===== src/rtl/dma_chan_pkg.sv =====
package dma_chan_pkg;

    // Trigger granularity codes (control word bits 21:20)
    typedef enum logic [1:0] {
        ACT_BLOCK = 2'd0,
        ACT_RSVD  = 2'd1,
        ACT_BURST = 2'd2,
        ACT_XACT  = 2'd3
    } trig_act_e;

    typedef enum logic [1:0] {
        ST_IDLE = 2'd0,
        ST_WAIT = 2'd1,
        ST_XFER = 2'd2
    } seq_state_e;

    typedef struct packed {
        logic [1:0] thr;
        logic [3:0] blen;
        trig_act_e  act;
        logic [7:0] src;
        logic       stby_run;
    } chan_cfg_t;

    // Beats that must be buffered before destination writes begin
    function automatic logic [4:0] thr_beats(input logic [1:0] code);
        return 5'd1 << code;
    endfunction

endpackage


===== src/rtl/dma_chan_regs.sv =====
module dma_chan_regs
    import dma_chan_pkg::*;
(
    input  logic        clk,
    input  logic        rst_n,
    input  logic        wr_en,
    input  logic [31:0] wdata,
    input  logic        xfer_active,
    input  logic        burst_end,
    input  logic        xact_end,
    output chan_cfg_t   cfg,
    output logic        en,
    output logic [31:0] rdata
);

    typedef struct packed {
        chan_cfg_t cfg;
        logic      en;
        logic      swrst;
        logic      dis_pend;
    } reg_t;

    reg_t q, d;

    logic unused_wbits;
    assign unused_wbits = ^{wdata[31:30], wdata[23:22], wdata[19:16], wdata[7], wdata[5:2]};

    always_comb begin
        d = q;
        if (q.swrst) begin
            // reset cycle completes: everything back to zero
            d = '0;
        end else begin
            if (burst_end && q.en) begin
                if (q.dis_pend || xact_end) begin
                    d.en       = 1'b0;
                    d.dis_pend = 1'b0;
                end
            end
            if (wr_en) begin
                if (wdata[0] && !q.en) begin
                    d.swrst = 1'b1;
                end else begin
                    d.cfg.thr      = wdata[29:28];
                    d.cfg.blen     = wdata[27:24];
                    d.cfg.act      = trig_act_e'(wdata[21:20]);
                    d.cfg.src      = wdata[15:8];
                    d.cfg.stby_run = wdata[6];
                    if (wdata[1]) begin
                        d.en       = 1'b1;
                        d.dis_pend = 1'b0;
                    end else if (q.en) begin
                        if (xfer_active && !burst_end) begin
                            d.dis_pend = 1'b1;
                        end else begin
                            d.en       = 1'b0;
                            d.dis_pend = 1'b0;
                        end
                    end
                end
            end
        end
    end

    always_ff @(posedge clk or negedge rst_n) begin
        if (!rst_n) q <= '0;
        else        q <= d;
    end

    assign cfg   = q.cfg;
    assign en    = q.en;
    assign rdata = {2'b00, q.cfg.thr, q.cfg.blen, 2'b00, q.cfg.act, 4'b0000,
                    q.cfg.src, 1'b0, q.cfg.stby_run, 4'b0000, q.en, q.swrst};

endmodule


===== src/rtl/dma_trig_pick.sv =====
module dma_trig_pick #(
    parameter int NTRIG = 256
) (
    input  logic [NTRIG-1:0] req,
    input  logic [7:0]       src,
    input  logic             arm,
    output logic             hit
);

    logic sel;

    always_comb begin
        sel = 1'b0;
        for (int i = 0; i < NTRIG; i++) begin
            if (src == 8'(i)) sel = req[i];
        end
    end

    // line 0 is permanently inactive
    assign hit = sel && (src != 8'd0) && arm;

endmodule


===== src/rtl/dma_beat_fifo.sv =====
module dma_beat_fifo #(
    parameter int DW    = 32,
    parameter int DEPTH = 16,
    parameter int CNW   = 5
) (
    input  logic           clk,
    input  logic           rst_n,
    input  logic           push,
    input  logic [DW-1:0]  push_data,
    input  logic           pop,
    output logic [DW-1:0]  head,
    output logic [CNW-1:0] count
);

    localparam int AW = (DEPTH > 1) ? $clog2(DEPTH) : 1;

    typedef struct packed {
        logic [AW-1:0]  wp;
        logic [AW-1:0]  rp;
        logic [CNW-1:0] cnt;
    } ptr_t;

    ptr_t q, d;
    logic [DW-1:0] mem [DEPTH];

    function automatic logic [AW-1:0] step(input logic [AW-1:0] p);
        return (p == AW'(DEPTH - 1)) ? '0 : p + 1'b1;
    endfunction

    always_comb begin
        d = q;
        if (push) d.wp = step(q.wp);
        if (pop)  d.rp = step(q.rp);
        d.cnt = q.cnt + CNW'(push) - CNW'(pop);
    end

    always_ff @(posedge clk or negedge rst_n) begin
        if (!rst_n) q <= '0;
        else        q <= d;
    end

    always_ff @(posedge clk) begin
        if (push) mem[q.wp] <= push_data;
    end

    assign head  = mem[q.rp];
    assign count = q.cnt;

endmodule


===== src/rtl/dma_burst_channel.sv =====
module dma_burst_channel
    import dma_chan_pkg::*;
#(
    parameter int DW         = 32,
    parameter int FIFO_DEPTH = 16,
    parameter int NTRIG      = 256,
    parameter int CW         = 16
) (
    input  logic             clk,
    input  logic             rst_n,
    input  logic             ctrl_we,
    input  logic [31:0]      ctrl_wdata,
    output logic [31:0]      ctrl_rdata,
    input  logic [CW-1:0]    blk_beats,
    input  logic [NTRIG-1:0] trig_req,
    input  logic             standby,
    output logic             rd_valid,
    input  logic             rd_ready,
    input  logic [DW-1:0]    rd_data,
    output logic             wr_valid,
    input  logic             wr_ready,
    output logic [DW-1:0]    wr_data,
    output logic             busy,
    output logic             done
);

    // FIFO_DEPTH must be at least 16 so a full burst fits
    localparam int FCW = $clog2(FIFO_DEPTH + 1);
    localparam int BW  = 5;

    typedef struct packed {
        seq_state_e    st;
        logic [CW-1:0] blk_left;
        logic [BW-1:0] brst_left;
        logic          pend;
        logic          done;
    } seq_t;

    seq_t q, d;

    chan_cfg_t      cfg;
    logic           en;
    logic [FCW-1:0] fifo_cnt;
    logic           fifo_full;
    logic           halt;
    logic           in_xfer;
    logic           trig_hit;
    logic           rd_fire;
    logic           wr_fire;
    logic           burst_end;
    logic           last_wr;
    logic           xact_end;
    logic [BW-1:0]  blen_beats;
    logic [BW-1:0]  thr_eff;
    logic [CW-1:0]  load_len;

    function automatic logic [BW-1:0] clip(input logic [CW-1:0] left, input logic [BW-1:0] cap);
        if (left < CW'(cap)) return left[BW-1:0];
        return cap;
    endfunction

    dma_chan_regs u_regs (
        .clk        (clk),
        .rst_n      (rst_n),
        .wr_en      (ctrl_we),
        .wdata      (ctrl_wdata),
        .xfer_active(in_xfer),
        .burst_end  (burst_end),
        .xact_end   (xact_end),
        .cfg        (cfg),
        .en         (en),
        .rdata      (ctrl_rdata)
    );

    dma_trig_pick #(.NTRIG(NTRIG)) u_pick (
        .req(trig_req),
        .src(cfg.src),
        .arm(en),
        .hit(trig_hit)
    );

    dma_beat_fifo #(.DW(DW), .DEPTH(FIFO_DEPTH), .CNW(FCW)) u_fifo (
        .clk      (clk),
        .rst_n    (rst_n),
        .push     (rd_fire),
        .push_data(rd_data),
        .pop      (wr_fire),
        .head     (wr_data),
        .count    (fifo_cnt)
    );

    // datapath handshakes
    assign halt       = standby && !cfg.stby_run;
    assign in_xfer    = (q.st == ST_XFER);
    assign fifo_full  = (fifo_cnt == FCW'(FIFO_DEPTH));
    assign blen_beats = {1'b0, cfg.blen} + 5'd1;
    assign thr_eff    = (cfg.blen == 4'd0) ? 5'd1 : thr_beats(cfg.thr);

    assign rd_valid = in_xfer && en && !halt && (q.brst_left != '0) && !fifo_full;
    assign wr_valid = in_xfer && en && !halt && (fifo_cnt != '0) &&
                      ((32'(fifo_cnt) >= 32'(thr_eff)) || (q.brst_left == '0));
    assign rd_fire  = rd_valid && rd_ready;
    assign wr_fire  = wr_valid && wr_ready;

    assign burst_end = in_xfer && (q.brst_left == '0) && (fifo_cnt == '0);
    assign last_wr   = wr_fire && (q.brst_left == '0) && (q.blk_left == '0) &&
                       (fifo_cnt == FCW'(1));
    assign xact_end  = (cfg.act == ACT_XACT) && (q.blk_left == '0);
    assign load_len  = (q.blk_left == '0) ? blk_beats : q.blk_left;

    always_comb begin
        d      = q;
        d.done = last_wr;
        if (rd_fire) begin
            d.brst_left = q.brst_left - 1'b1;
            d.blk_left  = q.blk_left - 1'b1;
        end
        case (q.st)
            ST_IDLE: begin
                d.pend = 1'b0;
                if (en) d.st = ST_WAIT;
            end
            ST_WAIT: begin
                if (trig_hit || q.pend) begin
                    d.pend = 1'b0;
                    if (load_len != '0) begin
                        d.blk_left  = load_len;
                        d.brst_left = clip(load_len, blen_beats);
                        d.st        = ST_XFER;
                    end
                end
            end
            ST_XFER: begin
                if (trig_hit) d.pend = 1'b1;
                if (burst_end) begin
                    if ((q.blk_left == '0) || (cfg.act == ACT_BURST)) begin
                        d.st = ST_WAIT;
                    end else begin
                        d.brst_left = clip(q.blk_left, blen_beats);
                    end
                end
            end
            default: d.st = ST_IDLE;
        endcase
        if (!en) begin
            d.st        = ST_IDLE;
            d.pend      = 1'b0;
            d.blk_left  = '0;
            d.brst_left = '0;
        end
    end

    always_ff @(posedge clk or negedge rst_n) begin
        if (!rst_n) begin
            q.st        <= ST_IDLE;
            q.blk_left  <= '0;
            q.brst_left <= '0;
            q.pend      <= 1'b0;
            q.done      <= 1'b0;
        end else begin
            q <= d;
        end
    end

    assign busy = in_xfer;
    assign done = q.done;

endmodule


===== config.mk =====
export PLATFORM = sky130hd
export DESIGN_NAME = dma_burst_channel
export DESIGN_NICKNAME = d
export VERILOG_FILES = /design/src/rtl/dma_chan_pkg.sv /design/src/rtl/dma_chan_regs.sv /design/src/rtl/dma_trig_pick.sv /design/src/rtl/dma_beat_fifo.sv /design/src/rtl/dma_burst_channel.sv
export SDC_FILE = /design/constraint.sdc
export NUM_CORES = 1
export LEC_CHECK = 0
export ABC_AREA = 1
export BUFFER_PORTS_ARGS = -buffer_cell sky130_fd_sc_hd__clkbuf_2
export CORE_MARGIN = 5
export CORE_UTILIZATION = 55
export DETAILED_ROUTE_END_ITERATION = 10
export GPL_TIMING_DRIVEN = 0
export PLACE_DENSITY = 0.77
export RECOVER_POWER = 100
export SLEW_MARGIN = 20
export SYNTH_ARGS = -nofsm -noshare
export SYNTH_HDL_FRONTEND = slang
export SYNTH_SLANG_ARGS = --single-unit

===== constraint.sdc =====
create_clock -name clk -period 32.6 [get_ports clk]
set_clock_uncertainty 0.05 [all_clocks]
set_input_delay 6.52 -clock clk [delete_from_list [all_inputs] [get_ports clk]]
set_output_delay 6.52 -clock clk [all_outputs]
set_load 0.05 [all_outputs]

==> reports/qor.yml <==
logic_synthesis:
  ys_seq_area_share_pct: 60.7
  synth_area_um2: 27700
  synth_top_cell_by_area: "edfxtp_1"
  ys_types: 53
  synth_cells: 2744
  avgSynthCellArea_um2: 10.1
  synth.most_common_cell: "edfxtp_1"
  ys_warn_count: 0
  ys_seq_elements: 570
  synthFlopType: "edfxtp_1"
  synth_common_cells: "512 x edfxtp_1, 378 x nor2_1, 341 x o21ai_0"
  netlist_top_cells_area: "edfxtp_1 56%, o21ai_0 6.2%, dfrtp_1 5.2%"
  synth_top_area_share_pct: 55.5
  synth_edf_count: 512
  async_reset_ff_share_pct: 10.2
route:
  viasPerCell: 6.15
  initialDrtViolationCount: 3285
  wl_um: 99500
  postRouteAntennaNets: 0
  drc: 0
  vias: 24300
  wl_per_cell_um: 25.2
  dr.pass1.iters: 6
global_routing:
  overflow: 0
  grt_pass1_vias: 23200
  grt_use_met3_pct: 6.90
  grt_max_degree: 31
  antenna_found_initial: 3
  gr-max-usage-layer: "met2"
  grt_pass1_wl_um: 143000
  grt_util_met2_pct: 58.7
  use_met1_pct: 43.5
  track_usage_pct: 34.6
worst_hold_path:
  hold_path.class: "flip-flop to flip-flop"
  min_from: "q[1]$_DFFE_PN0P_"
critical_path:
  setup.worst_path.start: "trig_req[2]"
  reg2reg_setup_slack_ps: 17750
  critPathLaunchType: "primary input"
  r2r-end: "q[22]$_DFF_PN0_"
  critPathKind: "primary input to flip-flop"
  crit_slowest_cell: "clkbuf_1"
  critPathCapture: "q[22]$_DFF_PN0_"
  max_stage_delay_ps: 410
  path_max_fanout: 10
  ff2ff_path_depth: 168
  cpMostUsedCell: "nand2_1"
  critPathArrivalTime_ps: 19950
  cp-end-kind: "flip-flop"
  crit-reg2reg-launch: "u_regs.cfg[4]$_DFFE_PN0P_"
  critPathRequiredTime_ps: 33070
timing:
  setup_viol: 0
  setup_tns_ps: 0
  hold_viol: 0
  period_needed_ps: 19480
  fmax_mhz: 51.3
  worst_pin_slew_ps: 2140
  rsz0062_at_grt: "false"
  slew_violations: 244
  timing.slew.headroom_pct: -43.2
  fin_crit_sh_pct: 59.8
clock_network:
  cts_buffers: 55
  cts_sinks: 570
  cts_tree: "built"
  postCtsSetupBuffers: 0
  h-tree-depth: 2
  clk_pin_slew_ps: 60
  cts_hold_buffers: 0
  cts_resized: 0
  cts.path.max_buffers: 3
  clock_latency_ps: 620
  root_buffer: "clkbuf_16"
placed_design:
  gp_congestion: 1.02
  place_area_um2: 31100
  portBuffers: 383
  place_inst: 3839
  dp_hpwl_um: 73300
layout:
  nets: 3598
  area_growth_pct: 16.0
  fillers: 4075
  drive_above_1_share_pct: 14.1
  final_cell_area_um2: 32100
  stdcell_count: 3949
floorplanning:
  ios: 410
  fp-row-count: 82
  die_width_um: 234
  coreArea_um2: 50000
  die_area_um2: 55000
  die_h_um: 234
  initial_core_util_pct: 55.4
run_status:
  status: "finished, violations left"
  violations: "capacitance limit, slew limit"
power_and_ir_drop:
  switching_share_pct: 38.5
  power.internal_uw: 1350
  combPwrFrac_pct: 34.4
  p_switching_uw: 841
  peakVddDrop_mv: 0.0603
  p_seq_share_pct: 38.2
  power.leakage_uw: 0.0121
  clockPowerShare_pct: 27.4
  power_uw: 2190
  power_density_nw_per_um2: 68.1
run:
  drv_cap: 15
-- metal layers --
metal,share of wire [%],vias to the layer above
met2,48,1795
met5,0,-
met3,12,292
li1,-,10600
met4,5.2,0
met1,35,11600
-- kinds of logic (layout without fill, tap and decap cells) --
kind of cell | count (synthesis) | count (layout) | synth area share (%)
AO/OA/AOI/OAI | 575 | 575 | 12.1
XOR/XNOR | 23 | 23 | 0.727
adder cells (fa/ha/maj) | 32 | 32 | 1.47
buffers and inverters | 455 | 968 | 7.38
flip-flops | 570 | 570 | 60.7
other | 1 | 21 | 0.0135
AND/OR/NAND/NOR | 1088 | 1088 | 17.6
-- stage by stage --
step                hold slack (ps)  setup slack (ps)  util [%]
floorplan                       403             16470         -
global placement                421             13610      61.1
finish                          473             13120      64.3
global route                    471             11490      64.3
detailed placement              454             13520      62.2
CTS                             461             14120      65.5
-- sequential cells by signal, summed over array words and instances (netlist names) --
| register | cells |
|---|---|
| u_regs.cfg | 17 |
| u_fifo.count | 5 |
| u_regs.rdata | 1 |
| done | 1 |
| u_regs.q | 1 |
| q | 24 |
| u_fifo.q | 8 |
| u_regs.en | 1 |
| u_fifo.mem | 512 |
-- how the worst min path moves through the flow --
stage                                endpoint  slack [ps]  depth (start not counted)
after floorplan              q[1]$_DFFE_PN0P_         400                          2
final                        q[1]$_DFFE_PN0P_         470                          2
after global routing      u_regs.en$_DFF_PN0_         470                          1
after global placement       q[1]$_DFFE_PN0P_         420                          2
after CTS                 u_regs.en$_DFF_PN0_         460                          1
after detailed placement  u_regs.en$_DFF_PN0_         450                          1
-- power groups by stage --
| stage | logic, µW | clock network, µW | registers (µW) |
|---|---|---|---|
| 6_report | 752 | 600 | 835 |
| 5_1_grt | 811 | 634 | 837 |
| 4_1_cts | 749 | 602 | 834 |
| 3_5_place_dp | 745 | 0 | 849 |
| 3_3_place_gp | 722 | 0 | 848 |
| 2_1_floorplan | 492 | 0 | 842 |
-- layout by cell type, fill, tap and decap left out, types with 8 or more instances in the layout --
master,synthesis,routed
a21oi_1,26,26
a31o_2,18,18
a31oi_1,8,8
buf_4,41,41
buf_6,15,12
clkbuf_1,102,233
clkbuf_16,0,55
clkbuf_2,0,295
clkinv_1,9,25
clkinv_2,0,13
conb_1,1,13
dfrtp_1,58,58
diode_2,0,8
edfxtp_1,512,512
ha_1,31,31
inv_1,263,263
nand2_1,318,319
nand3_1,233,235
nand3b_1,48,48
nand4_1,65,65
nor2_1,378,378
nor3_1,17,18
o211ai_1,21,21
o21ai_0,341,342
o221ai_1,46,46
o22ai_1,100,100
xor2_1,21,21
-- cell type report --
class	instances	area [µm²]	share of cell area, %
sequential	570	16800	52.4
multi-input combinational	1731	8840	27.5
timing repair buffer	411	1910	5.95
clock buffer	65	1410	4.40
inverter	274	1030	3.20
buffer	181	992	3.09
tap	672	841	2.62
clock inverter	37	259	0.806
antenna	8	20.0	0.0623
-- worst max-delay path, delay by kind of cell --
| family | cells | cell delay (ps) |
|---|---|---|
| buf+inv | 3 | 560 |
| simple gates | 166 | 12880 |
No activity file was read; power rests on OpenSTA's default activity.
